### src/rtl/rf_pkg.sv
// Package: shared constants for the paged dual-read register file.
// Assumes: six-phase timing with the write captured at the end of phase 4.
package rf_pkg;
    localparam int RF_DATA_W  = 32;
    localparam int RF_SEL_W   = 5;
    localparam int RF_PHASES  = 6;
    localparam int RF_WR_PH   = 4;
    localparam int RF_CYC_W   = 8;
endpackage

### src/rtl/rf_phase_seq.sv
// Module: rf_phase_seq
// Counts phases 0..PHASES-1 on the system clock and counts the wraps.
// From the phase it derives the write strobe and the two-phase clocks.
// Assumes: synchronous active-low reset. PHASES >= 5, so that phases
// 0..4 used by ph1/ph2 exist.
module rf_phase_seq #(
    parameter int PHASES = rf_pkg::RF_PHASES,
    parameter int WR_PH  = rf_pkg::RF_WR_PH,
    parameter int CYC_W  = rf_pkg::RF_CYC_W,
    localparam int PH_W  = $clog2(PHASES)
) (
    input  logic             clk,
    input  logic             rst_n,
    output logic [PH_W-1:0]  phase,
    output logic [CYC_W-1:0] cycle_cnt,
    output logic             wr_strobe,
    output logic             wr_fire,
    output logic             ph1,
    output logic             ph2
);
    localparam logic [PH_W-1:0] LAST_PH  = PH_W'(PHASES - 1);
    localparam logic [PH_W-1:0] WRITE_PH = PH_W'(WR_PH);

    // Advance the phase, wrap at the last phase and count the wraps.
    always_ff @(posedge clk) begin
        if (!rst_n) begin
            phase     <= '0;
            cycle_cnt <= '0;
        end else if (phase == LAST_PH) begin
            phase     <= '0;
            cycle_cnt <= cycle_cnt + CYC_W'(1);
        end else begin
            phase     <= phase + PH_W'(1);
        end
    end

    // Decode the strobe and the two-phase clocks from the phase value.
    always_comb begin
        wr_fire   = (phase == WRITE_PH);
        wr_strobe = !wr_fire;
        ph1       = (phase <= PH_W'(2));
        ph2       = !((phase == PH_W'(1)) || (phase == PH_W'(4)));
    end
endmodule

### src/rtl/rf_bank.sv
// Module: rf_bank
// One bank of DEPTH words. It has one synchronous write port and one
// combinational read port.
// Assumes: contents are not reset. Writing on the edge where wr_en is high
// is the same as writing on the rising edge of the write strobe.
module rf_bank #(
    parameter int DATA_W = rf_pkg::RF_DATA_W,
    parameter int ADDR_W = rf_pkg::RF_SEL_W + 1,
    localparam int DEPTH = 1 << ADDR_W
) (
    input  logic              clk,
    input  logic              wr_en,
    input  logic [ADDR_W-1:0] waddr,
    input  logic [DATA_W-1:0] wdata,
    input  logic [ADDR_W-1:0] raddr,
    output logic [DATA_W-1:0] rdata
);
    logic [DATA_W-1:0] mem [DEPTH];

    // Store the write data at the end of the write phase.
    always_ff @(posedge clk) begin
        if (wr_en) mem[waddr] <= wdata;
    end

    // Return the addressed word without delay.
    assign rdata = mem[raddr];
endmodule

### src/rtl/rf_read_gate.sv
// Module: rf_read_gate
// Drives one read bus. It outputs zeros when the bus is disabled or when
// the select names register 0; otherwise it passes the bank word through.
// Assumes: rdata already corresponds to {page, sel}.
module rf_read_gate #(
    parameter int DATA_W = rf_pkg::RF_DATA_W,
    parameter int SEL_W  = rf_pkg::RF_SEL_W
) (
    input  logic              en,
    input  logic [SEL_W-1:0]  sel,
    input  logic [DATA_W-1:0] rdata,
    output logic [DATA_W-1:0] bus
);
    // Gate the word by the enable and the zero-register rule.
    always_comb begin
        bus = '0;
        if (en && (sel != '0)) bus = rdata;
    end
endmodule

### src/rtl/paged_dual_regfile.sv
// Module: paged_dual_regfile
// A paged register file with two read buses. Two mirrored banks serve the
// X and Y buses; each write goes to both banks at the end of phase 4 of
// the six-phase cycle.
// Assumes: selects, enables and z_data are held from phase 1 to phase 5.
module paged_dual_regfile #(
    parameter int DATA_W = rf_pkg::RF_DATA_W,
    parameter int SEL_W  = rf_pkg::RF_SEL_W,
    parameter int PHASES = rf_pkg::RF_PHASES,
    parameter int WR_PH  = rf_pkg::RF_WR_PH,
    parameter int CYC_W  = rf_pkg::RF_CYC_W,
    localparam int PH_W  = $clog2(PHASES)
) (
    input  logic              clk,
    input  logic              rst_n,
    input  logic              page,
    input  logic [SEL_W-1:0]  x_sel,
    input  logic [SEL_W-1:0]  y_sel,
    input  logic [SEL_W-1:0]  z_sel,
    input  logic              x_en,
    input  logic              y_en,
    input  logic [DATA_W-1:0] z_data,
    output logic [DATA_W-1:0] x_bus,
    output logic [DATA_W-1:0] y_bus,
    output logic [PH_W-1:0]   phase,
    output logic [CYC_W-1:0]  cycle_cnt,
    output logic              wr_strobe,
    output logic              ph1,
    output logic              ph2
);
    localparam int ADDR_W = SEL_W + 1;
    localparam int NBUS   = 2;

    logic              wr_fire;
    logic [ADDR_W-1:0] waddr;
    logic [SEL_W-1:0]  rd_sel [NBUS];
    logic              rd_en  [NBUS];
    logic [DATA_W-1:0] rd_word[NBUS];
    logic [DATA_W-1:0] rd_bus [NBUS];

    rf_phase_seq #(
        .PHASES(PHASES), .WR_PH(WR_PH), .CYC_W(CYC_W)
    ) u_seq (
        .clk(clk), .rst_n(rst_n), .phase(phase), .cycle_cnt(cycle_cnt),
        .wr_strobe(wr_strobe), .wr_fire(wr_fire), .ph1(ph1), .ph2(ph2)
    );

    // Form the write address with the page as its top bit.
    assign waddr = {page, z_sel};

    // Map the bus-specific selects and enables onto the per-bank arrays.
    always_comb begin
        rd_sel[0] = x_sel;
        rd_sel[1] = y_sel;
        rd_en[0]  = x_en;
        rd_en[1]  = y_en;
    end

    for (genvar b = 0; b < NBUS; b++) begin : g_bank
        rf_bank #(.DATA_W(DATA_W), .ADDR_W(ADDR_W)) u_bank (
            .clk(clk), .wr_en(wr_fire), .waddr(waddr), .wdata(z_data),
            .raddr({page, rd_sel[b]}), .rdata(rd_word[b])
        );
        rf_read_gate #(.DATA_W(DATA_W), .SEL_W(SEL_W)) u_gate (
            .en(rd_en[b]), .sel(rd_sel[b]), .rdata(rd_word[b]), .bus(rd_bus[b])
        );
    end

    assign x_bus = rd_bus[0];
    assign y_bus = rd_bus[1];
endmodule

### config.mk
export PLATFORM = sky130hd
export DESIGN_NAME = paged_dual_regfile
export DESIGN_NICKNAME = d
export VERILOG_FILES = /design/src/rtl/rf_pkg.sv /design/src/rtl/rf_phase_seq.sv /design/src/rtl/rf_bank.sv /design/src/rtl/rf_read_gate.sv /design/src/rtl/paged_dual_regfile.sv
export SDC_FILE = /design/constraint.sdc
export NUM_CORES = 2
export LEC_CHECK = 0
export ABC_CLOCK_PERIOD_IN_PS = 7500
export BUFFER_PORTS_ARGS = -buffer_cell sky130_fd_sc_hd__buf_2
export CAP_MARGIN = 5
export CORE_MARGIN = 4
export CORE_UTILIZATION = 50
export DETAILED_ROUTE_END_ITERATION = 6
export GPL_ROUTABILITY_DRIVEN = 0
export PLACE_DENSITY_LB_ADDON = 0.25
export SETUP_SLACK_MARGIN = 0.3
export SYNTH_ARGS = -nofsm -noshare
export SYNTH_HDL_FRONTEND = slang
export SYNTH_SLANG_ARGS = --single-unit
### constraint.sdc
create_clock -name clk -period 7.5 [get_ports clk]
set_input_delay 0 -clock clk [delete_from_list [all_inputs] [get_ports clk]]
set_output_delay 0 -clock clk [all_outputs]
set_load 0.03 [all_outputs]
==> results.txt <==
- Proportion of synthesized chip area in sequential cells: 0.646
- Endpoint arrival time on the critical path: 4.48 ns
* Post-synthesis instance total: 5147
* Die height: 445 um
- Fin Clk Skew: 0.0315 ns
- The total overflow left after global routing is 0.
* Post-synth ARST share: 0
- IR analysis of the VDD net gives a maximum drop of 0.186 mV.
- CTS built an H-tree with a depth of 4.
- For this configuration, the core starts out at a cell density of 0.502.
- Cell area after layout: 0.106 mm2
* Fin. max-slew vios: 0
- Counting the buffers created by CTS gives 205.
- Non-filler cells, final: 7947
- Type of the worst setup path: input pin to output pin
- Hold-fix buffer count after cts: 40
* Number of setup buffers added after CTS: 0
* Delay of the slowest cell on the worst path: 1.08 ns
- The net count of the finished layout is 5305.
- Post-detailed-placement cell area: 0.0990 mm2
- Number of standard-cell rows in the floorplan: 160
- The tool flagged a number of max-cap violations equal to 0.
* Worst-path cell chain: buf_8, buf_4, or3b_4, buf_12, o221ai_1, a21oi_1, a221oi_1, a21o_1, buf_2
- Remaining routing DRC violations: 0
- Max FO, Critical Path: 62
- The clock reaches the later pin of the worst-skew pair after 0.84 ns.
* Port buffer count: 129
- TritonCTS built the clock tree.
- Summed over all nets, the half-perimeter wirelength after detailed placement is 193 mm.
- In this run the power density over the cells is 236 mW/mm2.
- Counting tap cells, the placed design contains a total of 7512 instances.
- Synthesis-to-finish area growth: 10.9%
- After layout, the design draws a total of 25000 uW.
- Worst rel slew slack: 0.119
- The min-delay analysis places its worst path in the category input pin to flip-flop.
- Global-route wire length before repair: 466 mm
- For this design the static power due to leakage is 0.0343 uW.
- For this design the top-level I/O count stands at 130.
- Setup TNS: 0 ns
- Number of endpoints with negative hold slack in the final report: 0
* Width of the chip: 445 um
- Dividing the detail-routed via count by the number of cells gives 7.45.
* Storage cell area: 0.0617 mm2
- Final period util: 0.598
- Number of clock sinks seen by CTS: 2059
- Wires add up to 338 mm.
- Setup repair after global routing missed its margin: no
* Total nets after synthesis: 5204
* Cell at the slowest stage of the critical path: a221oi_1
- Averaged over all synthesized cells, the footprint is 18.6 um2.
* Count of cell types in the netlist: 59
- Largest net degree at the start of global routing: 110
- # resized after CTS: 0
- Post-synthesis register bit count: 2059
- Post-layout min period: 4.48 ns
- The first detailed-routing pass took 6 iterations.
* Violation count after the first detailed-routing iteration: 9259
- Summing every instance area after synthesis gives 0.0956 mm2.
- Utilization after layout: 0.557
* Warning count from the yosys run: 0
- After clock tree synthesis, the clock-pin slew on the worst setup and hold paths is 0.07 ns.
* Bufs on Longest Clock Path: 3
* Number of antenna violations at the first check in global routing: 36
* Most instantiated flip-flop cell in the synthesis netlist: edfxtp_1
* Final setup violation count: 0
- Tot GR Track Use: 0.339
- At the pin with the least slew margin, the transition time is 1.32 ns.
- The detailed router placed 59200 vias in this run.
* Core Box Area: 0.190 mm2
- STA classifies the critical path endpoint as an output pin.
- Vias in the first global route: 58000
- Number of enable-type register cells in the synthesized netlist: 2048
* Detailed-route wire length per cell: 42.5 um
- Result of the run: complete, no violations
- Of the cells placed in the final design, the portion with a size suffix greater than 1 is 0.265.
* Library cell used as clock root buffer: clkbuf_16
- Data required time at the worst endpoint: 7.50 ns
- The floorplan step defined a die boundary enclosing 0.198 mm2.
- Area used by multi-input combinational logic: 0.0319 mm2
- Layout filler cell count: 14300
- Static timing analysis puts the maximum clock frequency at 0.223 GHz.
- STA classifies the critical path startpoint as an input pin.
- Number of nets with antenna violations after detailed routing: 0
[Yosys cell counts, drive strengths merged, types with 59 or more instances]
master / number / area, um2
a211oi: 157 / 1180
a21oi: 101 / 505
a22o: 78 / 683
a22oi: 82 / 616
buf: 269 / 1840
clkbuf: 164 / 616
edfxtp: 2048 / 61500
mux2: 59 / 664
mux2i: 605 / 6060
mux4: 719 / 16200
nand2: 149 / 559
nor2: 76 / 288
o221ai: 122 / 1070
o22ai: 122 / 763
[where the power goes]
| part | leakage [uW] | switching, uW | internal (uW) | total (uW) |
|---|---|---|---|---|
| Clock | 0.00321 | 4470 | 5750 | 10200 |
| Combinational | 0.0127 | 1420 | 721 | 2140 |
| Sequential | 0.0185 | 4.54 | 12700 | 12700 |
| Total | 0.0343 | 5890 | 19100 | 25000 |
[placed cells by master (no fill, tap or decap), drive strengths merged, types with 6 or more instances in the layout]
cell,count
edfxtp,2048
mux4,719
mux2i,605
buf,287
clkbuf,255
a211oi,157
nand2,149
o221ai,122
o22ai,122
a21oi,101
clkinv,95
a22oi,82
a22o,78
nor2,76
mux2,59
a211o,48
a221oi,45
dlygate4sd3,40
nor2b,35
nand2b,34
nand4,31
a31oi,25
a21o,24
o31ai,22
bufinv,19
inv,19
nand3,18
diode,15
dfxtp,11
and2,9
o21ai,7
nor4,6
a221o,6
xnor2,6
or3,6
[critical path, delay by kind of cell]
kind                   cells  cell delay (ns)
AOI/OAI and AO/OA          4             1.83
buffers and inverters      4             1.82
and+or+nand+nor            1             0.62
[state kept, by name, indices dropped and copies added (netlist names)]
signal             count
u_seq.cycle_cnt        8
u_seq.phase            3
g_bank.u_bank.mem   2048
[cells by family after synthesis]
logic type	after synthesis	synth area share
multiplexers	1383	0.240
XOR/XNOR	7	0.000642
flip-flops	2059	0.646
AO/OA/AOI/OAI	865	0.0678
AND/OR/NAND/NOR	384	0.0191
adder cells (fa/ha/maj)	5	0.000655
buffers and inverters	444	0.0262
[path summary, 6_finish.rpt]
check	endpoint	slack (ns)	from	cells after the start
max	x_bus[22]	3.02	x_sel[1]	9
min	g_bank[1].u_bank.mem[4][15]	0.11	z_sel[0]	4
max reg2reg	g_bank[1].u_bank.mem[32][18]	3.40	u_seq.phase[0]	7
min reg2reg	u_seq.cycle_cnt[1]	0.50	u_seq.cycle_cnt[1]	2
[stage by stage]
step,setup WS [ns],hold slack [ns]
global placement,3.29,0.328
global route,3.05,0.110
finish,3.02,0.111
CTS,3.27,0.0635
floorplan,3.40,0.0989
detailed placement,3.30,0.340
[cell type report]
class                           instances  area share
Sequential cell                      2059       0.582
Multi-Input combinational cell       2644       0.301
Tap cell                             2511      0.0296
Clock buffer                          255      0.0510
Inverter                               11    0.000390
Antenna cell                           15    0.000354
Clock inverter                        125      0.0108
Timing Repair Buffer                  327      0.0243
[per-layer routing]
layer / up-vias / wire, um / track usage
met5: - / 163 / 0
met4: 24 / 25600 / 0.209
met3: 1132 / 45800 / 0.101
met2: 4870 / 149000 / 0.499
met1: 30800 / 117000 / 0.445
li1: 22300 / - / -
Power figures use the tool's default switching activity.
